[src/rtl/sarport_pkg.sv]
// Shared constants for the SAR serial port model.
// Assumes: nothing; holds default widths and timing only.
package sarport_pkg;
    localparam int unsigned SAR_W        = 14;  // result and configuration width
    localparam int unsigned SAR_CONV_DEF = 40;  // default conversion time in clk cycles
endpackage

[src/rtl/sarport_edge.sv]
// Edge detector for a slow serial line sampled by the system clock.
// Assumes: the line is already synchronous to clk and is low while in reset.
module sarport_edge (
    input  logic clk,
    input  logic rst_n,
    input  logic sig,
    output logic rise,
    output logic fall
);
    logic sig_q;

    // Hold the previous sample of the line.
    always_ff @(posedge clk) begin
        if (!rst_n) sig_q <= 1'b0;
        else        sig_q <= sig;
    end

    assign rise = sig & ~sig_q;
    assign fall = ~sig & sig_q;
endmodule

[src/rtl/sarport_conv.sv]
// Conversion timer: a rising CNV starts a count of CONV_CYCLES clocks that
// ends in a one-cycle end-of-conversion event.
// Assumes: CONV_CYCLES >= 2; CNV rises during a conversion are ignored.
module sarport_conv #(
    parameter int unsigned CONV_CYCLES = sarport_pkg::SAR_CONV_DEF
) (
    input  logic clk,
    input  logic rst_n,
    input  logic cnv,
    output logic fire,
    output logic active,
    output logic eoc
);
    localparam int unsigned CW = $clog2(CONV_CYCLES + 1);

    logic          cnv_q;
    logic [CW-1:0] cnt;
    logic          start;

    assign start = cnv & ~cnv_q;
    assign fire  = active && (cnt == CW'(CONV_CYCLES - 1));

    // Track CNV level, run the conversion counter and register the event.
    always_ff @(posedge clk) begin
        if (!rst_n) begin
            cnv_q  <= 1'b0;
            active <= 1'b0;
            cnt    <= '0;
            eoc    <= 1'b0;
        end else begin
            cnv_q <= cnv;
            eoc   <= fire;
            if (fire) begin
                active <= 1'b0;
            end else if (active) begin
                cnt <= cnt + CW'(1);
            end else if (start) begin
                active <= 1'b1;
                cnt    <= '0;
            end
        end
    end

    AST_EOC_SINGLE: assert property (@(posedge clk) disable iff (!rst_n)
        eoc |=> !eoc);
    AST_NO_RESTART: assert property (@(posedge clk) disable iff (!rst_n)
        (active && !fire) |=> active);
endmodule

[src/rtl/sarport_cfg.sv]
// Configuration shifter: takes DIN on SCK rises into a pending word and
// commits it at end of conversion when complete.
// Assumes: writes before and at the first end of conversion after reset are dropped.
module sarport_cfg #(
    parameter int unsigned W      = sarport_pkg::SAR_W,
    parameter int unsigned RB_BIT = W - 1
) (
    input  logic         clk,
    input  logic         rst_n,
    input  logic         sck_rise,
    input  logic         din,
    input  logic         fire,
    output logic [W-1:0] cfg_eff,
    output logic         rb_eff
);
    localparam int unsigned NB = $clog2(W + 1);

    logic [W-1:0]  pend;
    logic [W-1:0]  cfg_q;
    logic [NB-1:0] nbits;
    logic          seen;
    logic          full;
    logic          take;

    assign full    = (nbits == NB'(W));
    assign take    = fire && full && seen;
    assign cfg_eff = take ? pend : cfg_q;
    assign rb_eff  = cfg_eff[RB_BIT];

    // Shift pending bits, commit complete words at end of conversion.
    always_ff @(posedge clk) begin
        if (!rst_n) begin
            pend  <= '0;
            cfg_q <= '0;
            nbits <= '0;
            seen  <= 1'b0;
        end else if (fire) begin
            cfg_q <= cfg_eff;
            nbits <= '0;
            seen  <= 1'b1;
        end else if (sck_rise && !full) begin
            pend  <= {pend[W-2:0], din};
            nbits <= nbits + NB'(1);
        end
    end

    AST_CFG_GATED: assert property (@(posedge clk) disable iff (!rst_n)
        !fire |=> $stable(cfg_q));
    AST_FIRST_EOC: assert property (@(posedge clk) disable iff (!rst_n)
        (fire && !seen) |=> $stable(cfg_q));
endmodule

[src/rtl/sarport_sdo.sv]
// Output shifter and busy indication: loads result (plus configuration when
// readback is on) at end of conversion and steps it out on SCK falls.
// Assumes: SCK falls take priority over busy arming in the same cycle.
module sarport_sdo #(
    parameter int unsigned W = sarport_pkg::SAR_W
) (
    input  logic         clk,
    input  logic         rst_n,
    input  logic         fire,
    input  logic         cnv,
    input  logic         conv_active,
    input  logic         sck_fall,
    input  logic [W-1:0] result_i,
    input  logic [W-1:0] cfg_eff,
    input  logic         rb_eff,
    output logic         sdo,
    output logic         sdo_oe
);
    localparam int unsigned TOT = 2 * W;
    localparam int unsigned CW  = $clog2(TOT + 2);

    logic [TOT-1:0] word;
    logic [CW-1:0]  fcnt;
    logic [CW-1:0]  nb;
    logic [CW-1:0]  fnext;
    logic [CW-1:0]  idx;
    logic           rd;
    logic           armed;

    assign fnext = fcnt + CW'(1);
    assign idx   = CW'(TOT) - fnext;

    // Load at end of conversion, shift on falls, arm busy while converting.
    always_ff @(posedge clk) begin
        if (!rst_n) begin
            word   <= '0;
            fcnt   <= '0;
            nb     <= '0;
            rd     <= 1'b0;
            armed  <= 1'b0;
            sdo    <= 1'b0;
            sdo_oe <= 1'b0;
        end else if (fire) begin
            word  <= {result_i, (rb_eff ? cfg_eff : {W{1'b0}})};
            nb    <= rb_eff ? CW'(TOT) : CW'(W);
            fcnt  <= '0;
            rd    <= 1'b1;
            armed <= 1'b0;
            if (cnv) begin
                sdo_oe <= 1'b0;
            end else if (armed) begin
                sdo_oe <= 1'b1;
                sdo    <= 1'b1;
            end
        end else if (sck_fall && rd) begin
            fcnt <= fnext;
            if (fnext > nb) begin
                sdo_oe <= 1'b0;
                rd     <= 1'b0;
            end else begin
                sdo_oe <= 1'b1;
                sdo    <= word[idx];
            end
        end else if (conv_active && !cnv && !armed && !sck_fall && (!sdo_oe || sdo)) begin
            armed  <= 1'b1;
            rd     <= 1'b0;
            sdo_oe <= 1'b1;
            sdo    <= 1'b0;
        end
    end

    AST_RELEASE_AFTER_LAST: assert property (@(posedge clk) disable iff (!rst_n)
        (sck_fall && rd && !fire && (fcnt == nb)) |=> !sdo_oe);
    AST_BUSY_RISE: assert property (@(posedge clk) disable iff (!rst_n)
        (fire && !cnv && armed) |=> (sdo_oe && sdo));
    AST_CNV_HIGH_RELEASE: assert property (@(posedge clk) disable iff (!rst_n)
        (fire && cnv) |=> !sdo_oe);
    AST_LOW_HELD: assert property (@(posedge clk) disable iff (!rst_n)
        (conv_active && !fire && !sck_fall && sdo_oe && !sdo) |=> (sdo_oe && !sdo));
endmodule

[src/rtl/sar_serial_port.sv]
// Top of the SAR serial port model: conversion timer, configuration shifter
// and output shifter around one sampled serial clock.
// Assumes: cnv, sck and din are synchronous to clk; sck idles low.
module sar_serial_port #(
    parameter int unsigned W           = sarport_pkg::SAR_W,
    parameter int unsigned CONV_CYCLES = sarport_pkg::SAR_CONV_DEF
) (
    input  logic         clk,
    input  logic         rst_n,
    input  logic         cnv,
    input  logic         sck,
    input  logic         din,
    input  logic [W-1:0] result_i,
    output logic         sdo,
    output logic         sdo_oe,
    output logic         eoc
);
    logic         sck_rise;
    logic         sck_fall;
    logic         fire;
    logic         conv_active;
    logic [W-1:0] cfg_eff;
    logic         rb_eff;

    sarport_edge u_sck_edge (
        .clk  (clk),
        .rst_n(rst_n),
        .sig  (sck),
        .rise (sck_rise),
        .fall (sck_fall)
    );

    sarport_conv #(.CONV_CYCLES(CONV_CYCLES)) u_conv (
        .clk   (clk),
        .rst_n (rst_n),
        .cnv   (cnv),
        .fire  (fire),
        .active(conv_active),
        .eoc   (eoc)
    );

    sarport_cfg #(.W(W), .RB_BIT(W - 1)) u_cfg (
        .clk     (clk),
        .rst_n   (rst_n),
        .sck_rise(sck_rise),
        .din     (din),
        .fire    (fire),
        .cfg_eff (cfg_eff),
        .rb_eff  (rb_eff)
    );

    sarport_sdo #(.W(W)) u_sdo (
        .clk        (clk),
        .rst_n      (rst_n),
        .fire       (fire),
        .cnv        (cnv),
        .conv_active(conv_active),
        .sck_fall   (sck_fall),
        .result_i   (result_i),
        .cfg_eff    (cfg_eff),
        .rb_eff     (rb_eff),
        .sdo        (sdo),
        .sdo_oe     (sdo_oe)
    );
endmodule

[config.mk]
export PLATFORM = sky130hd
export DESIGN_NAME = sar_serial_port
export DESIGN_NICKNAME = d
export VERILOG_FILES = /design/src/rtl/sarport_pkg.sv /design/src/rtl/sarport_edge.sv /design/src/rtl/sarport_conv.sv /design/src/rtl/sarport_cfg.sv /design/src/rtl/sarport_sdo.sv /design/src/rtl/sar_serial_port.sv
export SDC_FILE = /design/constraint.sdc
export NUM_CORES = 1
export LEC_CHECK = 0
export ABC_AREA = 1
export CAP_MARGIN = 0
export CORE_ASPECT_RATIO = 1.2
export CORE_MARGIN = 2
export CORE_UTILIZATION = 50
export CTS_CLUSTER_DIAMETER = 100
export CTS_CLUSTER_SIZE = 28
export DETAILED_ROUTE_END_ITERATION = 10
export GPL_ROUTABILITY_DRIVEN = 0
export GPL_TIMING_DRIVEN = 0
export PLACE_DENSITY_LB_ADDON = 0.2
export SLEW_MARGIN = 5
export SYNTH_ARGS = -nofsm -noshare
export SYNTH_HDL_FRONTEND = slang
export SYNTH_SLANG_ARGS = --single-unit
[constraint.sdc]
create_clock -name clk -period 5.3 [get_ports clk]
set_input_delay 0.53 -clock clk [delete_from_list [all_inputs] [get_ports clk]]
set_output_delay 0.53 -clock clk [all_outputs]
set_load 0.005 [all_outputs]
**After elaboration in Yosys (flattened, before gate mapping)**

Cells that the tools add are included.
W data, S select, Z words.

- Register bits: 85
- Latch bits: 0
- RAM bits: 0
- ROM bits: 0
- Input bits: 19
- Word-level logic and storage cells: 85
- Memories: 0

- Add/subtract/negate cells: 4
- Multiply operators: 0
- Div/mod/pow operators: 0
- Magnitude comparators: 2
- Equality and inequality tests: 7
- Shift operators: 0
- Multiplexer cells: 23
- Bitwise logic cells: 9
- Reductions and logical operators: 24

Operators with widths:

| cell | count |
|---|---|
| $mux W14 | 2 |
| $mux W1 | 17 |
| $mux W6 | 2 |
| $reduce_and A2 Y1 | 5 |
| $logic_and A1 B1 Y1 | 9 |
| $add A6 B1 Y6 const B | 1 |
| $eq A6 B6 Y1 const B | 1 |
| $lt A5 B6 Y1 const B | 1 |
| $ne A3 B3 Y1 const B | 2 |
| $not A1 Y1 | 6 |
| $add A5 B1 Y5 const B | 1 |
| $bmux W1 S5 | 1 |
| $gt A5 B5 Y1 | 1 |
| $logic_not A1 Y1 | 5 |
| $mux W5 | 1 |
| $sub A5 B5 Y5 const A | 1 |
| $add A4 B1 Y4 const B | 1 |
| $eq A4 B4 Y1 const B | 1 |
| $reduce_and A4 Y1 | 1 |
| $and A1 B1 Y1 | 3 |
| $ne A3 B2 Y1 const B | 1 |
| $reduce_bool A3 Y1 | 1 |
| $ne A2 B1 Y1 const B | 1 |
| $ne A2 B2 Y1 const B | 1 |
| 3 further kinds | 3 |

**Depth between registers and ports, before layout**

- Depth after elaboration: 8
- Gate-level depth with buffers: 15
- Mapped depth without buffers: 15

**Hierarchy**

A second synthesis with hierarchy kept.

- Cells, all modules: 537
- Area total of the unflattened synthesis: 3,937.5 um^2

Modules (own cells, without submodules):

| module | instances | cells an instance | area each (um^2) | seq. area each (um^2) |
|---|---|---|---|---|
| sarport_sdo | 1 | 271 | 1,965.6 | 800.8 |
| sarport_cfg | 1 | 198 | 1,462.7 | 660.6 |
| sarport_conv | 1 | 61 | 464.2 | 180.2 |
| sarport_edge | 1 | 7 | 45.0 | 20.0 |

**Worst setup path after synthesis**

Ideal clock, no wire load.

- Path type: flip-flop to flip-flop
- Start: reg u_sdo.fcnt[0]
- End: reg u_sdo.sdo
- Setup time: 70 ps
- Arrival time: 1,760 ps
- Required time: 5,230 ps
- Slack: 3,470 ps
- Cell stages (with the launch flop): 15
- Cell sequence: dfxtp_1 ha_1 nand2_1 nand2_1 inv_1 ha_1 inv_1 nor2_1 o21ai_0 nand2_1 nand3_1 nand3_1 nand2_1 nand2_1 a21oi_1

- Longest elaborated chain between the ends: 7
- Elaborated cells between the ends (all ways): 10

RTL lines:

| what | RTL line | RTL |
|---|---|---|
| start: declaration | sarport_sdo.sv:23 | `logic [CW-1:0] fcnt;` |
| start signal: assignment | sarport_sdo.sv:56 | `fcnt <= fnext;` |
| $add A5 B1 Y5 * | sarport_sdo.sv:30 | `assign fnext = fcnt + CW'(1);` |
| via u_sdo.fnext[2] | sarport_sdo.sv:25 | `logic [CW-1:0] fnext;` |
| $sub A5 B5 Y5 | sarport_sdo.sv:31 | `assign idx = CW'(TOT) - fnext;` |
| $bmux W1 S5 | sarport_sdo.sv:62 | `sdo <= word[idx];` |
| $mux W1 (implied by the code) | sarport_sdo.sv:62 |  |
| $mux W1 | sarport_sdo.sv:57 | `if (fnext > nb) begin` |
| $mux W1 | sarport_sdo.sv:55 | `end else if (sck_fall && rd) begin` |
| $mux W1 | sarport_sdo.sv:43 | `end else if (fire) begin` |
| end signal: assignment | sarport_sdo.sv:62 |  |
| end: declaration | sarport_sdo.sv:16 | `output logic sdo,` |

Mark *: on every way through the listed nets, which the timed path passes. The rest lies on a longest branch. The select of a mux whose other input is x is not followed.
A chain may end at the register's enable or synchronous reset.

**Worst setup path after layout**

Same ends and word-level chain as after synthesis.

==> results.py <==
metrics = {
    "logic_synthesis": {
        "yosysTopAreaCell": "dfxtp_1",
        "synth-async-reset-ratio": 0,
        "ys_ff_latch": 80,
        "synth_top_family_by_area": "simple AND/OR/NAND/NOR gates",
        "ys_seq_area_frac": 0.4611,
        "synthCells": 459,
        "synthSimpleGateAreaFrac": 0.2550,
        "synth_mux_area_frac": 0.03458,
        "synth_top_area_share": 0.4611,
        "syn_area_um2": 3473,
        "synth_area_leaders": "dfxtp_1, nand2_1, nor2_1",
        "yosysWarningCount": 0,
        "synth_fa_ha_area_frac": 0.02882,
        "syn_avg_cell_area_um2": 7.567,
        "synthDistinctLibCells": 30,
        "synth.net_count": 486,
        "synth_compound_area_frac": 0.1315,
        "synth-edff-count": 0,
        "ys.flop_type": "dfxtp_1",
        "synth_xor_area_frac": 0.007565,
    },
    "grt": {
        "grt_max_degree": 14,
        "grt_pass1_vias": 2865,
        "grt_overflow": 0,
        "grt_pass1_wl_um": 13080,
        "antenna_found_initial": 0,
        "globalRouteTotalUtil": 0.2208,
    },
    "worst_hold_path": {
        "hp-start": "u_sdo.word[12]",
        "hold_class": "flip-flop to flip-flop",
    },
    "clocking": {
        "post-cts-setup-buffer-count": 0,
        "cts_resized": 0,
        "clock_latency_ns": 0.36,
        "clkSinkCount": 80,
        "cts_buffers": 9,
        "cts_tree": "built",
        "ctsLongestPathBuffers": 2,
        "cts_htree_levels": 3,
        "clockRootBuffer": "clkbuf_8",
        "cts_hold_buf": 0,
        "cts.clk_slew.worst_paths_ns": 0.08,
    },
    "power_and_ir_drop": {
        "vdd_drop_max_v": 0.0001640,
        "power_density_nw_per_um2": 284.8,
        "power.total_mw": 1.134,
        "leakage_nw": 1.815,
    },
    "sta": {
        "fin_worst_skew_ns": 0.006947,
        "max_freq_mhz": 473.2,
        "setup_tns_ns": 0,
        "finalCritPeriodShare": 0.3987,
        "rsz0062_at_grt": "false",
        "timing.final.crit_period_ns": 2.113,
        "whs_ns": 0.4609,
        "maxSlewHeadroom": 0.6438,
        "setup_viol": 0,
        "hold_viol": 0,
        "worst_pin_slew_ns": 0.5344,
        "drv_slew": 0,
    },
    "worst_setup_path": {
        "startpoint": "u_sdo.fcnt[0]",
        "path_max_fanout": 6,
        "required_ns": 5.60,
        "cpMaxStageDelayCell": "dfxtp_1",
        "crit_path_frequent_cell": "nand2_1",
        "crit_type": "flip-flop to flip-flop",
        "end_kind": "flip-flop",
        "cp-start-kind": "flip-flop",
        "slowest_delay_ns": 0.44,
        "crit_chain": "ha_1 -> nand2_1 -> nand2_1 -> inv_1 -> ha_1 -> inv_1 -> nor2_1 -> o21ai_0 -> nand2_1 -> nand3_1 -> nand3_1 -> nand2_1 -> nand2_1 -> a21oi_1",
        "r2r_start": "u_sdo.fcnt[0]",
        "cp.arrival_ns": 2.41,
        "rrSetupSlack_ns": 3.19,
    },
    "finish": {
        "area_growth_pct": 14.63,
        "fill_cells": 660,
        "drive_gt1_frac": 0.07661,
        "final_net_count": 518,
        "regArea_um2": 1602,
        "multi_input_area_um2": 1589,
        "fin_area_um2": 3981,
        "fin_cells": 583,
        "antenna_cells": 0,
    },
    "placement": {
        "dpl_cell_area_um2": 3792,
        "portBuffers": 21,
        "dp_cells": 567,
        "post-dp-hpwl_um": 5428,
    },
    "run_status": {
        "status": "completed",
    },
    "floorplan": {
        "coreArea_um2": 6771,
        "dieHeight_um": 95.30,
        "initial_utilization": 0.5129,
        "die_w_um": 80.09,
        "die_area_um2": 7632,
        "rows": 33,
        "ioPinCount": 22,
    },
    "drt": {
        "drc_errors": 0,
        "vias": 2955,
        "drt-pass1-iter-count": 4,
        "drt_first_iter_violations": 161,
        "routed_wl_um": 7650,
        "avgViaCountPerCell": 5.069,
        "antenna_left": 0,
        "wire_per_inst_um": 13.12,
    },
    "job": {
        "drv_cap": 0,
    },
}
-- cell type report --
type                    instances  area share
plain buffers                  16     0.02357
clock buffers                  11     0.03300
clock inverters                 5     0.01446
inverters                      49     0.04745
multi-input cells             314      0.3991
flip-flops and latches         80      0.4023
well taps                      87     0.02734
repair buffers                 21     0.05280
-- worst paths after layout --
| path | to | cells after the start |
|---|---|---|
| hold / removal | u_sdo.word[12] | 2 |
| setup reg to reg | u_sdo.sdo | 14 |
| hold reg to reg | u_sdo.word[12] | 2 |
| setup / recovery | u_sdo.sdo | 14 |
-- flip-flops by register name, indices dropped and copies added (netlist names), 2 cells and up --
signal       count
u_conv.cnt       6
u_cfg.pend      14
u_sdo.word      28
u_sdo.nb         2
u_cfg.cfg_q     13
u_sdo.fcnt       5
u_cfg.nbits      4
-- per-stage QoR --
step / utilization / setup slack (ns)
after floorplan: - / 3.470
after global routing: 0.5880 / 2.844
after CTS: 0.5880 / 3.206
after detailed placement: 0.5601 / 3.081
after global placement: 0.5601 / 3.080
final: 0.5880 / 3.187
-- routing by layer --
layer / wire (um) / GRT usage / vias up / share of wire
li1: - / - / 1543 / -
met1: 3396 / 0.2553 / 1356 / 0.44
met2: 3785 / 0.3847 / 45 / 0.49
met3: 323 / 0.05398 / 11 / 0.042
met4: 144 / 0.09746 / 0 / 0.019
met5: 0 / 0 / - / 0
-- synth_stat cells, drive strengths merged, types with 2 or more instances --
| library cell | count |
|---|---|
| nand2 | 101 |
| nor3b | 2 |
| o22ai | 9 |
| xor2 | 2 |
| a22o | 9 |
| dfxtp | 80 |
| nor2 | 80 |
| clkbuf | 5 |
| nor3 | 3 |
| a21oi | 20 |
| mux2i | 12 |
| ha | 8 |
| inv | 49 |
| nand4 | 5 |
| nand3 | 20 |
| buf | 11 |
| o21ai | 39 |
-- layout by cell type, fill, tap and decap left out, drive strengths merged, types with 2 or more instances in the layout --
master,Yosys,layout
a21oi,20,20
a22o,9,9
buf,11,11
clkbuf,5,16
clkdlybuf4s50,0,21
clkinvlp,0,3
dfxtp,80,80
ha,8,8
inv,49,49
mux2i,12,12
nand2,101,101
nand3,20,20
nand4,5,5
nor2,80,80
nor3,3,3
nor3b,2,2
o21ai,39,39
o22ai,9,9
xor2,2,2
-- critical path, delay by kind of cell, from the launching register on --
| family | cells | cell delay [ns] |
|---|---|---|
| AO/OA/AOI/OAI | 2 | 0.29 |
| AND/OR/NAND/NOR | 8 | 0.65 |
| adder cells (fa/ha/maj) | 2 | 0.55 |
| buffers and inverters | 2 | 0.11 |
| flip-flops | 1 | 0.44 |
-- cell families after synthesis --
| logic type | Yosys count |
|---|---|
| and+or+nand+nor | 211 |
| buffers and inverters | 65 |
| DFF | 80 |
| adders and majority gates | 8 |
| xor gates and xnor gates | 3 |
| AOI/OAI and AO/OA | 80 |
| muxes | 12 |
-- power breakdown --
| group | total [mW] | switching [mW] | internal (mW) |
|---|---|---|---|
| clock | 0.445 | 0.228 | 0.217 |
| sequential | 0.623 | 0.00982 | 0.613 |
| combinational | 0.0651 | 0.0364 | 0.0288 |
Power figures use the tool's default switching activity.
